**src/rtl/xcvr_pkg.sv**
```systemverilog
package xcvr_pkg;

    // Sampled level history of one stage clock
    typedef enum logic {
        CK_LOW  = 1'b0,
        CK_HIGH = 1'b1
    } ck_state_e;

    // Operating mode of one storage path in a given cycle
    typedef enum logic [1:0] {
        CELL_PASS = 2'd0,
        CELL_HOLD = 2'd1,
        CELL_LOAD = 2'd2
    } cell_mode_e;

endpackage

```
**src/rtl/xcvr_edge_track.sv**
```systemverilog
module xcvr_edge_track
    import xcvr_pkg::*;
(
    input  logic clk,
    input  logic rst,
    input  logic ck_i,
    output logic rise_o
);

    ck_state_e state_q;
    ck_state_e state_d;

    // Next-state logic
    always_comb begin
        state_d = state_q;
        unique case (state_q)
            CK_LOW:  state_d = ck_i ? CK_HIGH : CK_LOW;
            CK_HIGH: state_d = ck_i ? CK_HIGH : CK_LOW;
            default: state_d = CK_HIGH;
        endcase
    end

    // State register: reset to CK_HIGH so a clock already high at reset release is not an edge
    always_ff @(posedge clk) begin
        if (rst) state_q <= CK_HIGH;
        else     state_q <= state_d;
    end

    // Output logic
    always_comb begin
        rise_o = 1'b0;
        unique case (state_q)
            CK_LOW:  rise_o = ck_i;
            CK_HIGH: rise_o = 1'b0;
            default: rise_o = 1'b0;
        endcase
    end

    // a load pulse only when the previous sample was low
    p_rise_after_low_r4: assert property (@(posedge clk) disable iff (rst)
        rise_o |-> (ck_i && !$past(ck_i)));

endmodule

```
**src/rtl/xcvr_store_path.sv**
```systemverilog
module xcvr_store_path
    import xcvr_pkg::*;
#(
    parameter int WIDTH = 18
) (
    input  logic             clk,
    input  logic             rst,
    input  logic             le_i,
    input  logic             load_i,
    input  logic [WIDTH-1:0] d_i,
    output logic [WIDTH-1:0] dout_o
);

    cell_mode_e       mode;
    logic [WIDTH-1:0] q;

    // Mode selection: the latch enable takes priority over the stage clock
    always_comb begin
        if (le_i)        mode = CELL_PASS;
        else if (load_i) mode = CELL_LOAD;
        else             mode = CELL_HOLD;
    end

    // identical storage per bit
    for (genvar i = 0; i < WIDTH; i++) begin : g_bit
        always_ff @(posedge clk) begin
            if (rst) begin
                q[i] <= 1'b0;
            end else begin
                unique case (mode)
                    CELL_PASS: q[i] <= d_i[i];
                    CELL_LOAD: q[i] <= d_i[i];
                    CELL_HOLD: q[i] <= q[i];
                    default:   q[i] <= q[i];
                endcase
            end
        end
    end

    // Output: open latch shows the input, otherwise the stored word
    always_comb begin
        unique case (mode)
            CELL_PASS: dout_o = d_i;
            default:   dout_o = q;
        endcase
    end

    // closed and not loading keeps the stored word
    p_hold_keeps_r3: assert property (@(posedge clk) disable iff (rst)
        (!le_i && !load_i) |=> (dout_o == $past(dout_o)) || le_i);

    // a load stores the input word
    p_load_takes_r4: assert property (@(posedge clk) disable iff (rst)
        (!le_i && load_i) |=> (q == $past(d_i)));

    // an open latch tracks the input, so closing it holds the last word
    p_pass_tracks_r2: assert property (@(posedge clk) disable iff (rst)
        le_i |=> (q == $past(d_i)));

endmodule

```
**src/rtl/xcvr_pin_keeper.sv**
```systemverilog
module xcvr_pin_keeper #(
    parameter int WIDTH  = 18,
    parameter bit KEEPER = 1'b1
) (
    input  logic             clk,
    input  logic             rst,
    input  logic             drv_i,
    input  logic [WIDTH-1:0] pin_i,
    input  logic             own_oe_i,
    input  logic [WIDTH-1:0] own_d_i,
    output logic [WIDTH-1:0] eff_o
);

    if (KEEPER) begin : g_keep
        logic [WIDTH-1:0] kept;

        // remember the last level actually on the port
        always_ff @(posedge clk) begin
            if (rst)           kept <= '0;
            else if (own_oe_i) kept <= own_d_i;
            else if (drv_i)    kept <= pin_i;
            else               kept <= kept;
        end

        assign eff_o = drv_i ? pin_i : kept;

        // a floating, undriven port keeps its level
        p_keep_float_r8: assert property (@(posedge clk) disable iff (rst)
            (!drv_i && !own_oe_i) |=> (kept == $past(kept)));

        // the block's own drive is what the keeper remembers
        p_keep_own_r8: assert property (@(posedge clk) disable iff (rst)
            own_oe_i |=> (kept == $past(own_d_i)));
    end else begin : g_plain
        logic unused_keep;
        assign unused_keep = ^{clk, rst, drv_i, own_oe_i, own_d_i};
        assign eff_o = pin_i;
    end

endmodule

```
**src/rtl/bus_xcvr18.sv**
```systemverilog
module bus_xcvr18 #(
    parameter int WIDTH  = 18,
    parameter bit KEEPER = 1'b1
) (
    input  logic             clk,
    input  logic             rst,
    input  logic             oe_ab,
    input  logic             le_ab,
    input  logic             ck_ab,
    input  logic             oe_ba_n,
    input  logic             le_ba,
    input  logic             ck_ba,
    input  logic [WIDTH-1:0] a_in,
    input  logic             a_drv,
    output logic [WIDTH-1:0] a_out,
    output logic             a_oe,
    input  logic [WIDTH-1:0] b_in,
    input  logic             b_drv,
    output logic [WIDTH-1:0] b_out,
    output logic             b_oe
);

    logic [WIDTH-1:0] a_eff;
    logic [WIDTH-1:0] b_eff;
    logic             rise_ab;
    logic             rise_ba;

    // opposite enable polarities
    assign b_oe = oe_ab;
    assign a_oe = ~oe_ba_n;

    // Port keepers
    xcvr_pin_keeper #(.WIDTH(WIDTH), .KEEPER(KEEPER)) u_keep_a (
        .clk      (clk),
        .rst      (rst),
        .drv_i    (a_drv),
        .pin_i    (a_in),
        .own_oe_i (a_oe),
        .own_d_i  (a_out),
        .eff_o    (a_eff)
    );

    xcvr_pin_keeper #(.WIDTH(WIDTH), .KEEPER(KEEPER)) u_keep_b (
        .clk      (clk),
        .rst      (rst),
        .drv_i    (b_drv),
        .pin_i    (b_in),
        .own_oe_i (b_oe),
        .own_d_i  (b_out),
        .eff_o    (b_eff)
    );

    // A-to-B path
    xcvr_edge_track u_edge_ab (
        .clk    (clk),
        .rst    (rst),
        .ck_i   (ck_ab),
        .rise_o (rise_ab)
    );

    xcvr_store_path #(.WIDTH(WIDTH)) u_path_ab (
        .clk    (clk),
        .rst    (rst),
        .le_i   (le_ab),
        .load_i (rise_ab),
        .d_i    (a_eff),
        .dout_o (b_out)
    );

    // B-to-A path
    xcvr_edge_track u_edge_ba (
        .clk    (clk),
        .rst    (rst),
        .ck_i   (ck_ba),
        .rise_o (rise_ba)
    );

    xcvr_store_path #(.WIDTH(WIDTH)) u_path_ba (
        .clk    (clk),
        .rst    (rst),
        .le_i   (le_ba),
        .load_i (rise_ba),
        .d_i    (b_eff),
        .dout_o (a_out)
    );

    // an idle B-to-A path keeps the A output steady
    p_ba_idle_r7: assert property (@(posedge clk) disable iff (rst)
        (!le_ba && !rise_ba) |=> (a_out == $past(a_out)) || le_ba);

endmodule

```
**config.mk**
```make
export PLATFORM = sky130hd
export DESIGN_NAME = bus_xcvr18
export DESIGN_NICKNAME = d
export VERILOG_FILES = /design/src/rtl/xcvr_pkg.sv /design/src/rtl/xcvr_edge_track.sv /design/src/rtl/xcvr_store_path.sv /design/src/rtl/xcvr_pin_keeper.sv /design/src/rtl/bus_xcvr18.sv
export SDC_FILE = /design/constraint.sdc
export NUM_CORES = 1
export LEC_CHECK = 0
export CAP_MARGIN = 15
export CORE_ASPECT_RATIO = 0.9
export CORE_UTILIZATION = 30
export CTS_CLUSTER_SIZE = 25
export DETAILED_ROUTE_END_ITERATION = 8
export DONT_BUFFER_PORTS = 1
export PLACE_DENSITY = 0.42
export SLEW_MARGIN = 20
export SYNTH_ARGS = -nofsm -noshare
export SYNTH_HDL_FRONTEND = slang
export SYNTH_SLANG_ARGS = --single-unit
```
**constraint.sdc**
```tcl
create_clock -name clk -period 1.51 [get_ports clk]
set_clock_uncertainty 0.15 [all_clocks]
set_input_delay 0.0755 -clock clk [delete_from_list [all_inputs] [get_ports clk]]
set_output_delay 0.0755 -clock clk [all_outputs]
set_load 0.005 [all_outputs]
```
==> flow_metrics.py <==
metrics = {
    "routing": {
        "drt-initial-drc-count": 184,
        "drc": 0,
        "vias_per_cell": 4.973,
        "vias": 2909,
        "wl_per_cell_um": 18.37,
        "routed_wl_um": 10750,
        "dr.pass1.iters": 4,
        "ant_nets": 0,
    },
    "yosys": {
        "synthCells": 378,
        "avgSynthCellArea_um2": 9.242,
        "ys_ff_latch": 74,
        "netlist_area_mm2": 0.003493,
        "yosysUniqueCellTypes": 25,
        "synth_seq_area_share_pct": 42.41,
        "synth_top_area_share_pct": 42.41,
        "syn_nets": 424,
        "yosys_warnings": 0,
        "netlist_top_cells_area": "dfxtp_1 42%, mux2i_1 9.2%, nor3b_1 7.7%, a211oi_1 6.9%, nor2_1 6.2%",
        "yosys.area.top_type": "dfxtp_1",
    },
    "critical_path": {
        "rr_worst_depth": 3,
        "worstSetupEndpoint": "a_out[1]",
        "critical_path.slowest_cell": "mux2i_1",
        "crit_fanout": 3,
        "start_kind": "register",
        "worstReg2RegEnd": "u_path_ab.q[7]",
        "reg2reg_from": "u_keep_a.g_keep.kept[7]",
        "end_kind": "primary output",
        "required_ns": 1.28,
        "critPathKind": "reg -> out",
        "critPathLaunch": "u_keep_b.g_keep.kept[1]",
        "ff2ff_setup_slack_ns": 0.08,
        "slowest_delay_ns": 0.30,
        "path_cells": "mux2i_1, a21oi_2, buf_4",
        "arrival_ns": 1.24,
    },
    "placed_design": {
        "hpwl_um": 7278,
        "place_area_mm2": 0.003672,
        "place_congestion": 0.8302,
        "numPortBuffers": 0,
    },
    "sta": {
        "hold_ws_ns": -0.1606,
        "finalSetupViolCount": 0,
        "fin_crit_ns": 1.464,
        "fmax_ghz": 0.6830,
        "post-route-period-util_pct": 96.96,
        "worst_pin_slew_ns": 0.6438,
        "maxSlewViolCount": 0,
        "max-slew-margin-rel_pct": 57.08,
        "final_hold_viol_count": 38,
    },
    "global_routing": {
        "use_met2_pct": 23.18,
        "grt_antenna_before_repair": 0,
        "grt_pass1_wl_um": 16310,
        "grt_max_degree": 59,
        "grt_usage_pct": 18.02,
        "grtUsageMet1_pct": 29.46,
        "grt_overflow": 0,
        "grt.busiest_layer": "met1",
        "met3_usage_pct": 2.739,
        "grt_pass1_vias": 2701,
    },
    "clocking": {
        "worstSkewPairLatency_ns": 0.33,
        "ctsHtreeMaxLevel": 3,
        "cts_tree": "yes",
        "root_buffer": "clkbuf_16",
        "numCtsBuffers": 9,
        "cts_buffer_depth": 2,
        "cts_sinks": 74,
        "path_clk_slew_ns": 0.06,
    },
    "cells_and_area": {
        "utilization_pct": 39.56,
        "area_growth_syn_to_layout_pct": 28.98,
        "final_net_count": 471,
        "fin_area_mm2": 0.004506,
        "diodes": 0,
        "drive_above_1_share_pct": 15.38,
    },
    "die": {
        "core_area_mm2": 0.01139,
        "dieWidth_um": 115.7,
        "io_pins": 84,
        "die_h_um": 104.4,
        "start_util_pct": 30.67,
        "row_count": 37,
        "dieArea_mm2": 0.01208,
    },
    "run": {
        "drv_cap": 0,
    },
    "min_path": {
        "hold_path_class": "in -> reg",
    },
    "power": {
        "power_density_mw_per_mm2": 1127,
        "p_leak_uw": 0.001724,
        "vdd_drop_max_uv": 611.7,
    },
    "run_status": {
        "outcome": "finished with violations",
        "violations": "negative hold slack",
    },
}
[critical path: cells and delay by family, from the launching register on]
kind,cells,cell delay (ns)
buffers and inverters,1,0.17
muxes,1,0.30
DFF,1,0.29
AOI/OAI and AO/OA,1,0.16
[cell families (layout without fill, tap and decap cells)]
family | Yosys count | after routing | synth area share [%]
AND/OR/NAND/NOR | 122 | 122 | 18.77
AO/OA/AOI/OAI | 108 | 108 | 22.85
flip-flops | 74 | 74 | 42.41
buffers and inverters | 38 | 89 | 5.516
multiplexers | 36 | 36 | 10.46
[where the power goes]
group	internal, uW	leakage, uW	total, uW	switching, uW
combinational	427	0.000972	918	492
clock	1190	0.000138	1980	800
sequential	2110	0.000614	2180	62.2
[area by class of cell]
| type | count | area (um^2) |
|---|---|---|
| Fill cell | 1178 | 6883 |
| Clock inverter | 3 | 15.01 |
| Inverter | 3 | 11.26 |
| Multi-Input combinational cell | 266 | 1846 |
| Clock buffer | 12 | 256.5 |
| Sequential cell | 74 | 1481 |
| Tap cell | 156 | 195.2 |
| Timing Repair Buffer | 71 | 700.7 |
[layer usage]
metal	part of all wire [%]	up-vias
met3	3.3	10
met4	0.84	0
li1	-	1464
met2	41	59
met5	0	-
met1	55	1376
[flip-flops by register name, indices dropped and copies added (netlist names)]
register / cells
u_edge_ab.state_q: 1
u_keep_a.g_keep.kept: 18
u_path_ab.q: 18
u_edge_ba.state_q: 1
u_path_ba.q: 18
u_keep_b.g_keep.kept: 18
[placed cells by master (no fill, tap or decap), drive strengths merged, types with 5 or more instances in the layout]
cell type	n
nor2	58
o32ai	18
a21oi	36
a211oi	32
dlygate4sd3	42
dfxtp	74
buf	28
nor3b	36
mux2i	32
nand2b	5
clkbuf	12
o21a	14
and2	14
[worst min path at each step]
| stage | start | end | slack [ns] | cells after the start |
|---|---|---|---|---|
| 4_1_cts | oe_ba_n | u_keep_a.g_keep.kept[17] | -0.28 | 1 |
| 5_1_grt | b_drv | u_keep_b.g_keep.kept[7] | -0.15 | 2 |
| 2_1_floorplan | ck_ba | u_edge_ba.state_q | 0.03 | 1 |
| 3_5_place_dp | oe_ab | b_oe | 0.001 | 0 |
| 3_3_place_gp | oe_ab | b_oe | 0.001 | 0 |
| 6_report | b_drv | u_keep_b.g_keep.kept[7] | -0.16 | 2 |
[what timing repair did]
| item | 4_1_cts | 5_1_grt |
|---|---|---|
| hold buffers | 43 | 7 |
| setup buffers | 0 | 2 |
| gates resized for setup | 1 | 6 |
| setup endpoints to repair | 1 | 11 |
| endpoints found under the hold margin | 74 | 37 |
| gates cloned | 0 | 0 |
[cell usage after synthesis]
| cell | n |
|---|---|
| dfxtp_1 | 74 |
| nor2_1 | 58 |
| a21oi_1 | 36 |
| nor3b_1 | 36 |
| a211oi_1 | 32 |
| mux2i_1 | 32 |
| clkbuf_1 | 23 |
| and2_1 | 14 |
| o21a_1 | 14 |
| o32ai_1 | 12 |
| buf_2 | 6 |
| o32ai_2 | 6 |
| nand2b_1 | 5 |
| mux2_2 | 4 |
| nor3_1 | 4 |
| o21ba_2 | 4 |
| o21bai_1 | 4 |
| or2_2 | 4 |
| buf_6 | 3 |
| inv_1 | 2 |
| buf_1 | 1 |
| buf_12 | 1 |
| buf_4 | 1 |
| clkinv_1 | 1 |
| nand2_1 | 1 |
[per-stage QoR]
stage               hold WS [ns]  power, uW  setup slack (ns)  instances  setup TNS, ns
floorplan                0.02931       2777            0.2241        378              0
global placement        0.001162       2908            0.2154        521              0
detailed placement      0.001189       2912            0.1638        521              0
CTS                      -0.2819       5070          0.001318        579              0
global route             -0.1508       5290         -0.004118        585      -0.004118
finish                   -0.1606       5080           0.04584        585              0
Note: power is estimated with default switching activity, not from simulation.
